===== src/rtl/fbm_pkg.sv =====
`timescale 1ns/1ps
package fbm_pkg;

    // Control sequence of one transfer
    typedef enum logic [2:0] {
        ST_IDLE,
        ST_STS_REQ,
        ST_STS_DATA,
        ST_EVAL,
        ST_FIFO_REQ,
        ST_FIFO_DATA,
        ST_DONE,
        ST_FAIL
    } fbm_state_e;

    // Status register layout
    localparam int STS_FRAME_BYTES = 4;
    localparam int STS_WORD_BITS   = 8 * STS_FRAME_BYTES;
    localparam int BURST_LO        = 8;
    localparam int BURST_BITS      = 16;

    typedef struct packed {
        logic [BURST_BITS-1:0] count;
        logic                  busy;
    } burst_t;

    function automatic burst_t decode_burst(input logic [BURST_BITS-1:0] field);
        burst_t b;
        b.count = field;
        b.busy  = (field == '0);
        return b;
    endfunction

    function automatic logic [31:0] min3(input logic [31:0] a,
                                         input logic [31:0] b,
                                         input logic [31:0] c);
        logic [31:0] m;
        m = (a < b) ? a : b;
        return (c < m) ? c : m;
    endfunction

endpackage


===== src/rtl/fbm_sts_capture.sv =====
`timescale 1ns/1ps
// Collects the status bytes (least significant first) and keeps only the
// bits from the burst field upward; the low byte falls out of the bottom.
module fbm_sts_capture
    import fbm_pkg::*;
(
    input  logic                  clk,
    input  logic                  rst,
    input  logic                  clear,
    input  logic                  byte_valid,
    input  logic [7:0]            byte_data,
    output logic [BURST_BITS-1:0] field,
    output logic                  last
);
    localparam int KEEP_BITS = STS_WORD_BITS - BURST_LO;
    localparam int IDX_W     = $clog2(STS_FRAME_BYTES);

    logic [KEEP_BITS-1:0] keep_q;
    logic [IDX_W-1:0]     idx_q;

    always_ff @(posedge clk) begin
        if (rst) begin
            keep_q <= '0;
            idx_q  <= '0;
        end else if (clear) begin
            idx_q  <= '0;
        end else if (byte_valid) begin
            keep_q <= {byte_data, keep_q[KEEP_BITS-1:8]};
            idx_q  <= idx_q + IDX_W'(1);
        end
    end

    assign field = keep_q[BURST_BITS-1:0];
    assign last  = byte_valid && (idx_q == IDX_W'(STS_FRAME_BYTES - 1));

endmodule


===== src/rtl/fbm_chunk_calc.sv =====
`timescale 1ns/1ps
// Chunk size: smallest of bytes remaining, live burst count and frame cap.
module fbm_chunk_calc
    import fbm_pkg::*;
#(
    parameter int LEN_W     = 16,
    parameter int FRAME_MAX = 64,
    parameter int SIZE_W    = 7
) (
    input  logic [LEN_W-1:0]      remaining,
    input  logic [BURST_BITS-1:0] burst,
    output logic [SIZE_W-1:0]     chunk
);
    always_comb begin
        chunk = SIZE_W'(min3(32'(remaining), 32'(burst), 32'(FRAME_MAX)));
    end
endmodule


===== src/rtl/fbm_zero_guard.sv =====
`timescale 1ns/1ps
// Counts consecutive busy status reads and flags the last one allowed.
module fbm_zero_guard #(
    parameter int MAX_ZERO = 1024
) (
    input  logic clk,
    input  logic rst,
    input  logic clear,
    input  logic hit,
    output logic exhausted
);
    localparam int ZW = $clog2(MAX_ZERO + 1);

    logic [ZW-1:0] run_q;

    always_ff @(posedge clk) begin
        if (rst || clear) begin
            run_q <= '0;
        end else if (hit) begin
            run_q <= run_q + ZW'(1);
        end
    end

    assign exhausted = (run_q == ZW'(MAX_ZERO - 1));
endmodule


===== src/rtl/fifo_burst_mover.sv =====
`timescale 1ns/1ps
module fifo_burst_mover
    import fbm_pkg::*;
#(
    parameter int              LEN_W     = 16,
    parameter int              FRAME_MAX = 64,
    parameter int              MAX_ZERO  = 1024,
    parameter int              ADDR_W    = 24,
    parameter logic [ADDR_W-1:0] STS_ADDR  = 24'hD40018,
    parameter logic [ADDR_W-1:0] FIFO_ADDR = 24'hD40024,
    localparam int             SIZE_W    = $clog2(FRAME_MAX + 1)
) (
    input  logic              clk,
    input  logic              rst,
    input  logic              start,
    input  logic              dir_read,
    input  logic [LEN_W-1:0]  total_len,
    output logic              done,
    output logic              error,
    output logic              frm_req,
    output logic              frm_read,
    output logic [ADDR_W-1:0] frm_addr,
    output logic [SIZE_W-1:0] frm_size,
    input  logic              frm_ack,
    input  logic              frm_rx_valid,
    input  logic [7:0]        frm_rx_data,
    input  logic              frm_tx_ready,
    output logic [7:0]        frm_tx_data,
    output logic              usr_rx_valid,
    output logic [7:0]        usr_rx_data,
    output logic              usr_tx_take,
    input  logic [7:0]        usr_tx_data
);
    fbm_state_e            state;
    logic                  dir_q;
    logic [LEN_W-1:0]      remaining;
    logic [SIZE_W-1:0]     chunk_q;
    logic [SIZE_W-1:0]     beat_cnt;

    logic [BURST_BITS-1:0] burst_field;
    logic                  sts_last;
    burst_t                burst;
    logic [SIZE_W-1:0]     chunk_next;
    logic                  retry_spent;
    logic                  fifo_phase;
    logic                  beat;
    logic                  accept_start;

    assign accept_start = (state == ST_IDLE) && start;
    assign fifo_phase   = (state == ST_FIFO_REQ) || (state == ST_FIFO_DATA);
    assign beat         = (state == ST_FIFO_DATA) &&
                          (dir_q ? frm_rx_valid : frm_tx_ready);
    assign burst        = decode_burst(burst_field);

    fbm_sts_capture u_sts (
        .clk        (clk),
        .rst        (rst),
        .clear      (state == ST_STS_REQ),
        .byte_valid ((state == ST_STS_DATA) && frm_rx_valid),
        .byte_data  (frm_rx_data),
        .field      (burst_field),
        .last       (sts_last)
    );

    fbm_chunk_calc #(
        .LEN_W     (LEN_W),
        .FRAME_MAX (FRAME_MAX),
        .SIZE_W    (SIZE_W)
    ) u_chunk (
        .remaining (remaining),
        .burst     (burst.count),
        .chunk     (chunk_next)
    );

    fbm_zero_guard #(
        .MAX_ZERO (MAX_ZERO)
    ) u_guard (
        .clk       (clk),
        .rst       (rst),
        .clear     (accept_start || ((state == ST_EVAL) && !burst.busy)),
        .hit       ((state == ST_EVAL) && burst.busy),
        .exhausted (retry_spent)
    );

    always_ff @(posedge clk) begin
        if (rst) begin
            state     <= ST_IDLE;
            dir_q     <= 1'b0;
            remaining <= '0;
            chunk_q   <= '0;
            beat_cnt  <= '0;
        end else begin
            case (state)
                ST_IDLE: begin
                    if (start) begin
                        dir_q     <= dir_read;
                        remaining <= total_len;
                        state     <= (total_len == '0) ? ST_DONE : ST_STS_REQ;
                    end
                end
                ST_STS_REQ: begin
                    if (frm_ack) state <= ST_STS_DATA;
                end
                ST_STS_DATA: begin
                    if (sts_last) state <= ST_EVAL;
                end
                ST_EVAL: begin
                    if (burst.busy) begin
                        state <= retry_spent ? ST_FAIL : ST_STS_REQ;
                    end else begin
                        chunk_q <= chunk_next;
                        state   <= ST_FIFO_REQ;
                    end
                end
                ST_FIFO_REQ: begin
                    if (frm_ack) begin
                        beat_cnt <= '0;
                        state    <= ST_FIFO_DATA;
                    end
                end
                ST_FIFO_DATA: begin
                    if (beat) begin
                        remaining <= remaining - LEN_W'(1);
                        beat_cnt  <= beat_cnt + SIZE_W'(1);
                        if ((beat_cnt + SIZE_W'(1)) == chunk_q) begin
                            state <= (remaining == LEN_W'(1)) ? ST_DONE : ST_STS_REQ;
                        end
                    end
                end
                ST_DONE: state <= ST_IDLE;
                ST_FAIL: state <= ST_IDLE;
                default: state <= ST_IDLE;
            endcase
        end
    end

    // Framer request side
    assign frm_req  = (state == ST_STS_REQ) || (state == ST_FIFO_REQ);
    assign frm_read = fifo_phase ? dir_q : 1'b1;
    assign frm_addr = fifo_phase ? FIFO_ADDR : STS_ADDR;
    assign frm_size = fifo_phase ? chunk_q : SIZE_W'(STS_FRAME_BYTES);

    // Payload pass-through
    assign usr_rx_valid = (state == ST_FIFO_DATA) && dir_q && frm_rx_valid;
    assign usr_rx_data  = frm_rx_data;
    assign usr_tx_take  = (state == ST_FIFO_DATA) && !dir_q && frm_tx_ready;
    assign frm_tx_data  = usr_tx_data;

    assign done  = (state == ST_DONE);
    assign error = (state == ST_FAIL);

endmodule


===== config.mk =====
export PLATFORM = sky130hd
export DESIGN_NAME = fifo_burst_mover
export DESIGN_NICKNAME = d
export VERILOG_FILES = /design/src/rtl/fbm_pkg.sv /design/src/rtl/fbm_sts_capture.sv /design/src/rtl/fbm_chunk_calc.sv /design/src/rtl/fbm_zero_guard.sv /design/src/rtl/fifo_burst_mover.sv
export SDC_FILE = /design/constraint.sdc
export NUM_CORES = 1
export LEC_CHECK = 0
export CORE_MARGIN = 4
export CORE_UTILIZATION = 57
export DETAILED_ROUTE_END_ITERATION = 10
export PLACE_DENSITY = 0.86
export RECOVER_POWER = 25
export SLEW_MARGIN = 20
export SYNTH_ARGS = -nofsm -noshare
export SYNTH_HDL_FRONTEND = slang
export SYNTH_HIERARCHICAL = 1
export SYNTH_SLANG_ARGS = --single-unit

===== constraint.sdc =====
create_clock -name clk -period 5.3 [get_ports clk]
set_input_delay 1.06 -clock clk [delete_from_list [all_inputs] [get_ports clk]]
set_output_delay 1.06 -clock clk [all_outputs]
set_load 0.1 [all_outputs]

* Yosys cells after proc, flatten, opt, wreduce, memory -nomap -nowiden
Cells that the tools add are included.
Storage, ports and cells: logic and storage cells 85, register bits 71, bits of input ports 39, output and inout bits 53
Operators by class: magnitude comparators 2, add/subtract/negate cells 4, eq/ne operators 17, muxes and demuxes 23, bitwise logic cells 2, reduce and logical (&&, ||, !) cells 29
Operators by type and width (count):
- 16-bit 2-to-1 mux | 3
- 16-bit zero test | 2
- 16-bit case mux with 2 select lines | 1
- 3-bit 2-to-1 mux | 10
- 7-bit 2-to-1 mux | 4
- 3-bit case mux with 7 select lines | 1
- 16-bit by 1-bit == test with 1-bit output, second input constant | 1
- 16-bit less-than comparator | 1
- 7-bit by 16-bit less-than comparator with 1-bit output, first input constant | 1
- 16-bit by 1-bit subtractor with 16-bit output, second input constant | 1
- 7-bit case mux with 2 select lines | 1
- 3-bit == test, second input constant | 4
- 11-bit by 1-bit adder with 11-bit output, second input constant | 1
- 11-bit by 10-bit == test with 1-bit output, second input constant | 1
- 1-bit logical AND | 10
- 2-bit != test, second input constant | 5
- 7-bit by 1-bit adder with 7-bit output, second input constant | 1
- 7-bit == test | 1
- 3-bit by 2-bit == test with 1-bit output, second input constant | 2
- 6-bit 2-to-1 mux | 1
- 2-bit AND reduction | 3
- 3-bit AND reduction | 2
- 6-bit AND reduction | 1
- 1-bit logical OR | 4
- other kinds (10) | 15

* Depth between registers and ports, before layout
Gate-level depths: netlist of the first run.
depth after elaboration 5, mapped depth 11, depth with buffers taken out 9

* By module
The synthesis of the first run kept the hierarchy.
By module, submodules not included:
- fifo_burst_mover | cells each 338, area an instance 2572.5 um^2, seq. area each 680.7 um^2, instances 1
- fbm_sts_capture | cells each 113, area an instance 1206.2 um^2, seq. area each 520.5 um^2, instances 1
- fbm_chunk_calc | cells each 82, area an instance 556.8 um^2, seq. area each 0.0 um^2, instances 1
- fbm_zero_guard | cells each 58, area an instance 504.2 um^2, seq. area each 220.2 um^2, instances 1

* Least setup slack after synthesis of the first run
Ideal clock, no wire load.
kind reg2out, from register state[2], to output usr_tx_take, data required time 4.240 ns, path slack 0.930 ns, data arrival time 3.310 ns, path buffers 1, stages on the path, launching flop included 5, cells stage by stage dfxtp_1 -> nor2b_1 -> nand2_1 -> clkbuf_1 -> nor3b_1
Between the ends: cells in the longest elaborated chain, start to end 3
RTL lines:
- from (decl) | line fifo_burst_mover.sv:34 | fbm_state_e state;
- from (signal assigned) | line fifo_burst_mover.sv:98 | state <= (total_len == '0) ? ST_DONE : ST_STS_REQ;
- from (signal assigned) | line fifo_burst_mover.sv:109 | state <= retry_spent ? ST_FAIL : ST_STS_REQ;
- from (signal assigned) | line fifo_burst_mover.sv:126 | state <= (remaining == LEN_W'(1)) ? ST_DONE : ST_STS_REQ;
- 3-bit == test | line fifo_burst_mover.sv:146 | assign usr_tx_take = (state == ST_FIFO_DATA) && !dir_q && frm_tx_ready;
- 1-bit logical AND (2 in series) | line fifo_burst_mover.sv:146
- to (decl) | line fifo_burst_mover.sv:31 | output logic usr_tx_take,
Every way passes these cells.

* Worst setup path after layout of the first run
Ends and elaborated chain as after synthesis.

==> flow_summary.ini, run 1 <==
[status]
status = finished, final reports clean

[detailed_routing]
drt_iter0_drc = 289
via_count = 4240
drcViolationCount = 0
avgViaCountPerCell = 5.997
first_pass_iters = 6
wl_per_cell_um = 15.70
ant_nets = 0
finalWirelength_um = 11100

[place]
post-dp-hpwl_um = 8084
dpl_cell_area_um2 = 5021
io_buffers = 55
finalWeightedCongestion = 0.8542

[sta]
hold_viol = 0
skew_ns = 0.008705
finalMaxSlewViolations = 0
fin_tns_setup_ns = 0
period_share_pct = 78.84
rsz0062_at_grt = false
worst_pin_slew_ns = 1.474
fin_crit_ns = 4.178
max_freq_mhz = 239.3
max_slew_margin_pct = 1.765
setup_viol = 0

[worst_setup_path]
crit_end = usr_tx_take
end_kind = output pin
cp_data_arrival_time_ns = 3.12
critPathLaunch = state[2]
r2r-start = state[2]
start_kind = flop
critical_path_class = flop to output pin
worstReg2RegEnd = remaining[8]
r2r_slack_ns = 2.36
crit_fanout = 26
reg2reg_depth = 5
worstPathRequired_ns = 4.24

[final_layout]
final_nets = 656
final_cell_mix = dfxtp_1, nor2_1, clkdlybuf4s50_1
n_antenna_cell = 0
drive_above_1_share_pct = 6.478
design_area_um2 = 5248
syn_to_final_growth_pct = 8.428
nFillCells = 700
layout_commonest_cell = dfxtp_1

[clocking]
hold_buffers = 0
root_buffer = clkbuf_8
post_cts_resize_count = 0
cts_sinks = 71
cts-htree-levels = 3
cts_made_buffers = 9
clk_latency_ns = 0.36
cts_buffer_depth = 2
cts_setup_buffers = 0
cts_tree = built
path_clk_slew_ns = 0.08

[floorplanning]
die_height_um = 100.1
io_pins = 92
dieArea_um2 = 10030
core_region_area_um2 = 8258
rows = 33
initial_core_util_pct = 58.61
die_w_um = 100.1

[pwr]
irDropWorstVdd_mv = 0.1937
p_per_area_nw_per_um2 = 373.0
cellLeakagePower_nw = 2.014

[synth]
synth_area_leaders = dfxtp_1, buf_4, mux2i_1
yosysTopAreaCellShare_pct = 29.37
syn_inst = 591
synthesis.area_um2 = 4840
synth-edff-count = 0
yosys.cell_types.count = 67
synth_top_area_cell = dfxtp_1
synth_area_per_cell_um2 = 8.189
synth-seq-cells = 71
yosys_most_used_dff = dfxtp_1
yosysSeqAreaShare_pct = 29.37
yosysWarningCount = 6
synthArstFlopShare_pct = 0

[global_routing]
grt_pass1_wl_um = 18710
grt_use_total_pct = 22.71
grt_overflow = 0
grt_max_degree = 39
grt_pass1_vias = 4088
antenna_found_initial = 0

[run]
maxCapViolations = 0

[hold_path]
hp-class = flop to flop
[cells by family (layout without fill, tap and decap cells)]
kind of cell | after synthesis | count (layout) | synth area share, %
and+or+nand+nor | 226 | 226 | 26.01
DFF | 71 | 71 | 29.37
muxes | 36 | 36 | 7.472
buffers and inverters | 111 | 104 | 14.61
AOI/OAI and AO/OA | 107 | 107 | 13.96
xor gates and xnor gates | 18 | 18 | 3.257
adders and majority gates | 20 | 20 | 5.171
other | 2 | 20 | 0.1552
[state kept, by name, summed over array words and instances (netlist names)]
register       flops
chunk_q            7
dir_q              1
u_sts/idx_q        2
remaining         16
beat_cnt           7
u_guard/run_q     11
u_sts/keep_q      24
state              3
[cell usage after synthesis, drive strengths merged, types with 20 or more instances]
master,n
a21oi,27
nand2b,29
ha,20
inv,28
o21ai,36
dfxtp,71
buf,61
nand2,41
nor2,52
clkbuf,22
mux2i,35
[per-layer routing]
layer / share of wire, % / vias to the layer above / GRT usage, % / wire, um
li1: - / 2030 / - / -
met1: 42 / 1975 / 26.62 / 4634
met2: 49 / 204 / 39.35 / 5460
met3: 6.5 / 31 / 5.142 / 716
met4: 2.6 / 0 / 10.26 / 286
met5: 0 / - / 0 / 0
[final cells by class]
type                            instances  area, um2  share of cell area, %
Timing Repair Buffer                   60      569.3                  10.85
Tap cell                              105      131.4                  2.504
Clock inverter                          7      120.1                  2.289
Inverter                               28      105.1                  2.003
Sequential cell                        71       1421                  27.09
Clock buffer                            9      123.9                  2.361
Multi-Input combinational cell        427       2776                  52.91
[critical path, cell delays in order (launching register included)]
cell	delay, ns
dfxtp_1	0.66
nor2b_1	0.71
nand2_1	0.68
nor3b_1	0.37
buf_4	0.33
[how the worst min path moves through the flow]
stage | start | to | cells past startpoint
CTS | u_sts/keep_q[20] | u_sts/keep_q[20] | 2
finish | u_sts/keep_q[20] | u_sts/keep_q[20] | 2
detailed placement | u_sts/keep_q[20] | u_sts/keep_q[20] | 2
global route | u_sts/keep_q[23] | u_sts/keep_q[23] | 2
global placement | u_guard/run_q[10] | u_guard/run_q[10] | 2
floorplan | u_sts/keep_q[3] | u_sts/keep_q[3] | 2
[per-stage QoR]
stage	std cells	setup WS, ns	utilization [%]	hold slack, ns	total power [W]
2_1_floorplan	609	0.9297	-	0.4492	0.001352
5_1_grt	707	0.7707	63.55	0.5017	0.002071
4_1_cts	707	1.119	63.76	0.4799	0.001957
3_3_place_gp	691	1.557	60.80	0.4633	0.001400
6_report	707	1.122	63.55	0.4790	0.001958
3_5_place_dp	691	1.521	60.80	0.4673	0.001430
[report_power, final]
group,internal (W),switching [W],leakage (nW),total [W]
Sequential,0.000583,0.0000960,0.576,0.000679
Combinational,0.000287,0.000462,1.32,0.000749
Clock,0.000314,0.000215,0.120,0.000529
(Power assumes the default switching activity.)
==> run 2, diff against run 1 <==
--- a/config.mk
+++ b/config.mk
@@ -6,9 +6,9 @@
 export NUM_CORES = 1
 export LEC_CHECK = 0
 export CORE_MARGIN = 4
-export CORE_UTILIZATION = 57
+export CORE_UTILIZATION = 53
 export DETAILED_ROUTE_END_ITERATION = 10
-export PLACE_DENSITY = 0.86
+export PLACE_DENSITY = 0.81
 export RECOVER_POWER = 25
 export SLEW_MARGIN = 20
 export SYNTH_ARGS = -nofsm -noshare
==> constraint.sdc (replaced) <==
create_clock -name clk -period 3.9 [get_ports clk]
set_input_delay 0.78 -clock clk [delete_from_list [all_inputs] [get_ports clk]]
set_output_delay 0.78 -clock clk [all_outputs]
set_load 0.1 [all_outputs]
==> run 2 against run 1 <==
Against the previous run:
- routed wire length down 1.4%
- die area grew 6.9%
- final cell count up 0.71%
==> flow_summary.ini, run 2 (synthesis gave the netlist of run 1 again) <==
[status]
status = finished, final reports clean

[sta]
max_freq_mhz = 316.7
fin_tns_setup_ns = 0
fin_crit_ns = 3.158
max_slew_margin_pct = 11.42
skew_ns = 0.008065
worst_pin_slew_ns = 1.329
setup_viol = 0
hold_viol = 0
finalMaxSlewViolations = 0
worst_slack_ns = 0.7423
period_share_pct = 80.97
rsz0062_at_grt = false

[clocking]
post_cts_resize_count = 0
clk_latency_ns = 0.35
root_buffer = clkbuf_8
cts_tree = built
cts_buffer_depth = 2
cts-htree-levels = 3
cts_setup_buffers = 0
cts_made_buffers = 9
hold_buffers = 0
path_clk_slew_ns = 0.08
cts_sinks = 71

[worst_setup_path]
crit_fanout = 31
worstPathRequired_ns = 4.12
critical_path_class = input pin to flop
cp_data_arrival_time_ns = 3.38
r2r_slack_ns = 1.12
end_kind = flop
start_kind = input pin

[detailed_routing]
drcViolationCount = 0
first_pass_iters = 4
ant_nets = 0
route.top_layer_used = met4
met2_length_um = 5476
wl_met1_um = 4762
routed-wl-met3_um = 526
drt_iter0_drc = 148
wl_per_cell_um = 15.38
via_count = 4106
avgViaCountPerCell = 5.767
finalWirelength_um = 10950

[floorplanning]
die_w_um = 103.6
die_height_um = 103.6
io_pins = 92
rows = 34
initial_core_util_pct = 54.96
core_region_area_um2 = 8806
dieArea_um2 = 10720

[place]
finalWeightedCongestion = 0.7992
post-dp-hpwl_um = 7971
io_buffers = 55
post-place-ws_ns = 0.9255

[final_layout]
largest_reg_flops = 24
final_nets = 658
n_antenna_cell = 0
final_cell_mix = dfxtp_1, nor2_1, nand2_1
top_register = u_sts/keep_q
layout_commonest_cell = dfxtp_1
drive_above_1_share_pct = 10.93
syn_to_final_growth_pct = 8.325
reg_top3 = u_sts/keep_q (24), remaining (16), u_guard/run_q (11)

[pwr]
internal-power_w = 0.001619
power_frac_clock_pct = 27.5
swShare_pct = 39.19
p_per_area_nw_per_um2 = 507.7
cellLeakagePower_nw = 2.063
finalPower_w = 0.002662
comb_power_share_pct = 38.0
switching_power_w = 0.001043
power_frac_seq_pct = 34.6
irDropWorstVdd_mv = 0.2019

[global_routing]
antenna_found_initial = 0
grt_use_total_pct = 19.82
grt_pass1_wl_um = 18150
grt_overflow = 0
grt_pass1_vias = 3911
grt_max_degree = 70

[run]
maxCapViolations = 0

[hold_path]
hp-class = flop to flop
[run 2: area by class of cell]
cell class,count,area [um2]
Timing Repair Buffer,62,553.0
Fill cell,770,3563
Multi-Input combinational cell,427,2783
Clock buffer,11,141.4
Sequential cell,71,1421
Inverter,28,105.1
Clock inverter,5,103.9
Tap cell,108,135.1
[run 2: routing by layer]
metal / track usage [%] / vias up
li1: - / 2028
met5: 0 / -
met3: 4.104 / 19
met2: 34.95 / 119
met4: 6.268 / 0
met1: 24.19 / 1940
[run 2: worst max-delay path, stage by stage]
cell           delay (ns)
dlygate4sd3_1        0.60
mux2i_1              0.17
a2bb2oi_1            0.17
nor2_1               0.09
clkbuf_1             0.98
o21ai_0              0.26
a22oi_1              0.27
nor2_1               0.06
[run 2: through the flow]
stage	cell area, um2	util (%)	hold WS, ns	instances
detailed placement	5012	56.92	0.4838	696
floorplan	4912	-	0.4492	609
global route	5243	59.53	0.5233	712
CTS	5258	59.70	0.4954	712
global placement	5012	56.92	0.4614	696
finish	5243	59.53	0.4892	712
[run 2: final timing paths]
check,from,endpoint,depth (start not counted)
worst min register to register,u_sts/keep_q[20],u_sts/keep_q[20],2
worst max-delay path,frm_rx_valid,remaining[3],8
worst min-delay path,u_sts/keep_q[20],u_sts/keep_q[20],2
worst max register to register,state[0],remaining[3],7
[run 2: power by group through the flow]
stage,Clock [W],Sequential (W),Combinational (W)
2_1_floorplan,0,0.000871,0.000966
3_3_place_gp,0,0.000929,0.000968
3_5_place_dp,0,0.000932,0.00101
4_1_cts,0.000739,0.000916,0.00101
5_1_grt,0.000776,0.000933,0.00109
6_report,0.000731,0.000920,0.00101
==> run 3, diff against run 2 <==
==> constraint.sdc (replaced) <==
create_clock -name clk -period 3.2 [get_ports clk]
set_input_delay 0.64 -clock clk [delete_from_list [all_inputs] [get_ports clk]]
set_output_delay 0.64 -clock clk [all_outputs]
set_load 0.1 [all_outputs]
==> run 3 against run 2 <==
Against the previous run:
- clock power up 14%
- core utilization up 0.84 points
- worst hold slack about the same
- sequential share of layout area down 0.38 points
- final cell count up 0.42%
- sequential power up 22%
- combinational power up 23%
==> flow_summary.ini, run 3 (synthesis gave the netlist of run 1 again) <==
[clocking]
cts_sinks = 71
cts_made_buffers = 9
root_buffer = clkbuf_8
cts_tree = built
hold_buffers = 0
post_cts_resize_count = 0
cts_buffer_depth = 2
clk_latency_ns = 0.35
cts-htree-levels = 3
cts_setup_buffers = 0
path_clk_slew_ns = 0.08

[final_layout]
postLayoutCoreUtil_pct = 60.37
drive_above_1_share_pct = 10.21
layout_commonest_cell = dfxtp_1
syn_to_final_growth_pct = 9.850
final_cells = 715
largest_reg_flops = 24
n_antenna_cell = 0
final_cell_mix = dfxtp_1, nor2_1, nand2_1
final_nets = 661
reg_top3 = u_sts/keep_q (24), remaining (16), u_guard/run_q (11)
top_register = u_sts/keep_q

[worst_setup_path]
cpPeakStageDelay_ns = 0.67
start_kind = flop
critical-path-top-delay-family = simple AND/OR/NAND/NOR gates
end_kind = output pin
cp_data_arrival_time_ns = 2.21
slowest_stage = dfxtp_1
crit_fanout = 16
crit_chain = nor2b_1 -> and2_0 -> and3_1 -> buf_12
critical_path_class = flop to output pin
worstPathRequired_ns = 2.56
worst-path-buf-inv = 1

[place]
dp_cells = 699
post-dp-hpwl_um = 8184
finalWeightedCongestion = 0.8111
post-place-ws_ns = 0.6144
io_buffers = 55

[floorplanning]
io_pins = 92
die_height_um = 103.6
rows = 34
initial_core_util_pct = 54.96
dieArea_um2 = 10720
die_w_um = 103.6
core_region_area_um2 = 8806

[detailed_routing]
drcViolationCount = 0
drt_iter0_drc = 225
ant_nets = 0
via_count = 4095
wl_per_cell_um = 15.46
first_pass_iters = 5
avgViaCountPerCell = 5.727
finalWirelength_um = 11050

[global_routing]
grt_pass1_vias = 3933
grt_max_degree = 62
antenna_found_initial = 0
grt_overflow = 0
grt_pass1_wl_um = 18420
grt_use_total_pct = 20.19

[sta]
fin_tns_setup_ns = 0
max_slew_margin_pct = 21.81
hold_viol = 0
max_freq_mhz = 350.6
worst_slack_ns = 0.3481
rsz0062_at_grt = false
worst_pin_slew_ns = 1.178
fin_crit_ns = 2.852
skew_ns = 0.01133
setup_viol = 0
period_share_pct = 89.12
finalMaxSlewViolations = 0

[pwr]
p_per_area_nw_per_um2 = 601.7
irDropWorstVdd_mv = 0.2957
cellLeakagePower_nw = 2.061

[run]
maxCapViolations = 0

[status]
status = finished, final reports clean

[hold_path]
hp-class = flop to flop
run 3: cell count changes in the layout (fill, tap and decap cells not counted), moves of 4 or more:
cell,change
buf_4,-13
buf_12,+8
clkbuf_1,+8
o21ai_0,-4
o21ai_1,+4
run 3: power breakdown:
| group | switching [W] | leakage [nW] | internal [W] |
|---|---|---|---|
| registers | 0.000157 | 0.576 | 0.000965 |
| clock network | 0.000349 | 0.113 | 0.000485 |
| logic | 0.000766 | 1.37 | 0.000477 |
| total | 0.00127 | 2.06 | 0.00193 |
run 3: area by class of cell:
class	count	area [um2]
multi-input combinational	427	2778
clock buffer	12	155.1
tap	108	135.1
inverter	28	105.1
timing repair buffer	65	645.6
sequential	71	1421
clock inverter	4	76.32
fill	743	3490
run 3: path summary, 6_finish.rpt:
path                    startpoint                to  slack, ns  cells after the start
setup / recovery          state[2]      usr_rx_valid       0.35                      4
hold / removal    u_sts/keep_q[18]  u_sts/keep_q[18]       0.49                      2
setup reg to reg          state[1]     remaining[10]       0.60                      7
hold reg to reg   u_sts/keep_q[18]  u_sts/keep_q[18]       0.49                      2
run 3: worst min-delay path: stages, from the launching register on:
cell and delay (ns):
dfxtp_1 0.30, nand2b_1 0.08, o21ai_1 0.06
run 3: per-stage QoR:
| step | area (um2) | total power (W) | hold slack [ns] |
|---|---|---|---|
| floorplan | 4912 | 0.002239 | 0.4492 |
| global placement | 5135 | 0.002328 | 0.4608 |
| detailed placement | 5135 | 0.002377 | 0.4754 |
| CTS | 5366 | 0.003216 | 0.4877 |
| global route | 5316 | 0.003371 | 0.5159 |
| finish | 5316 | 0.003199 | 0.4890 |
run 3: per-layer routing:
metal	vias up	share of wire [%]	global-route usage (%)
li1	2034	-	-
met1	1916	43	24.34
met2	120	50	35.28
met3	25	5.0	4.167
met4	0	2.2	7.882
met5	-	0	0
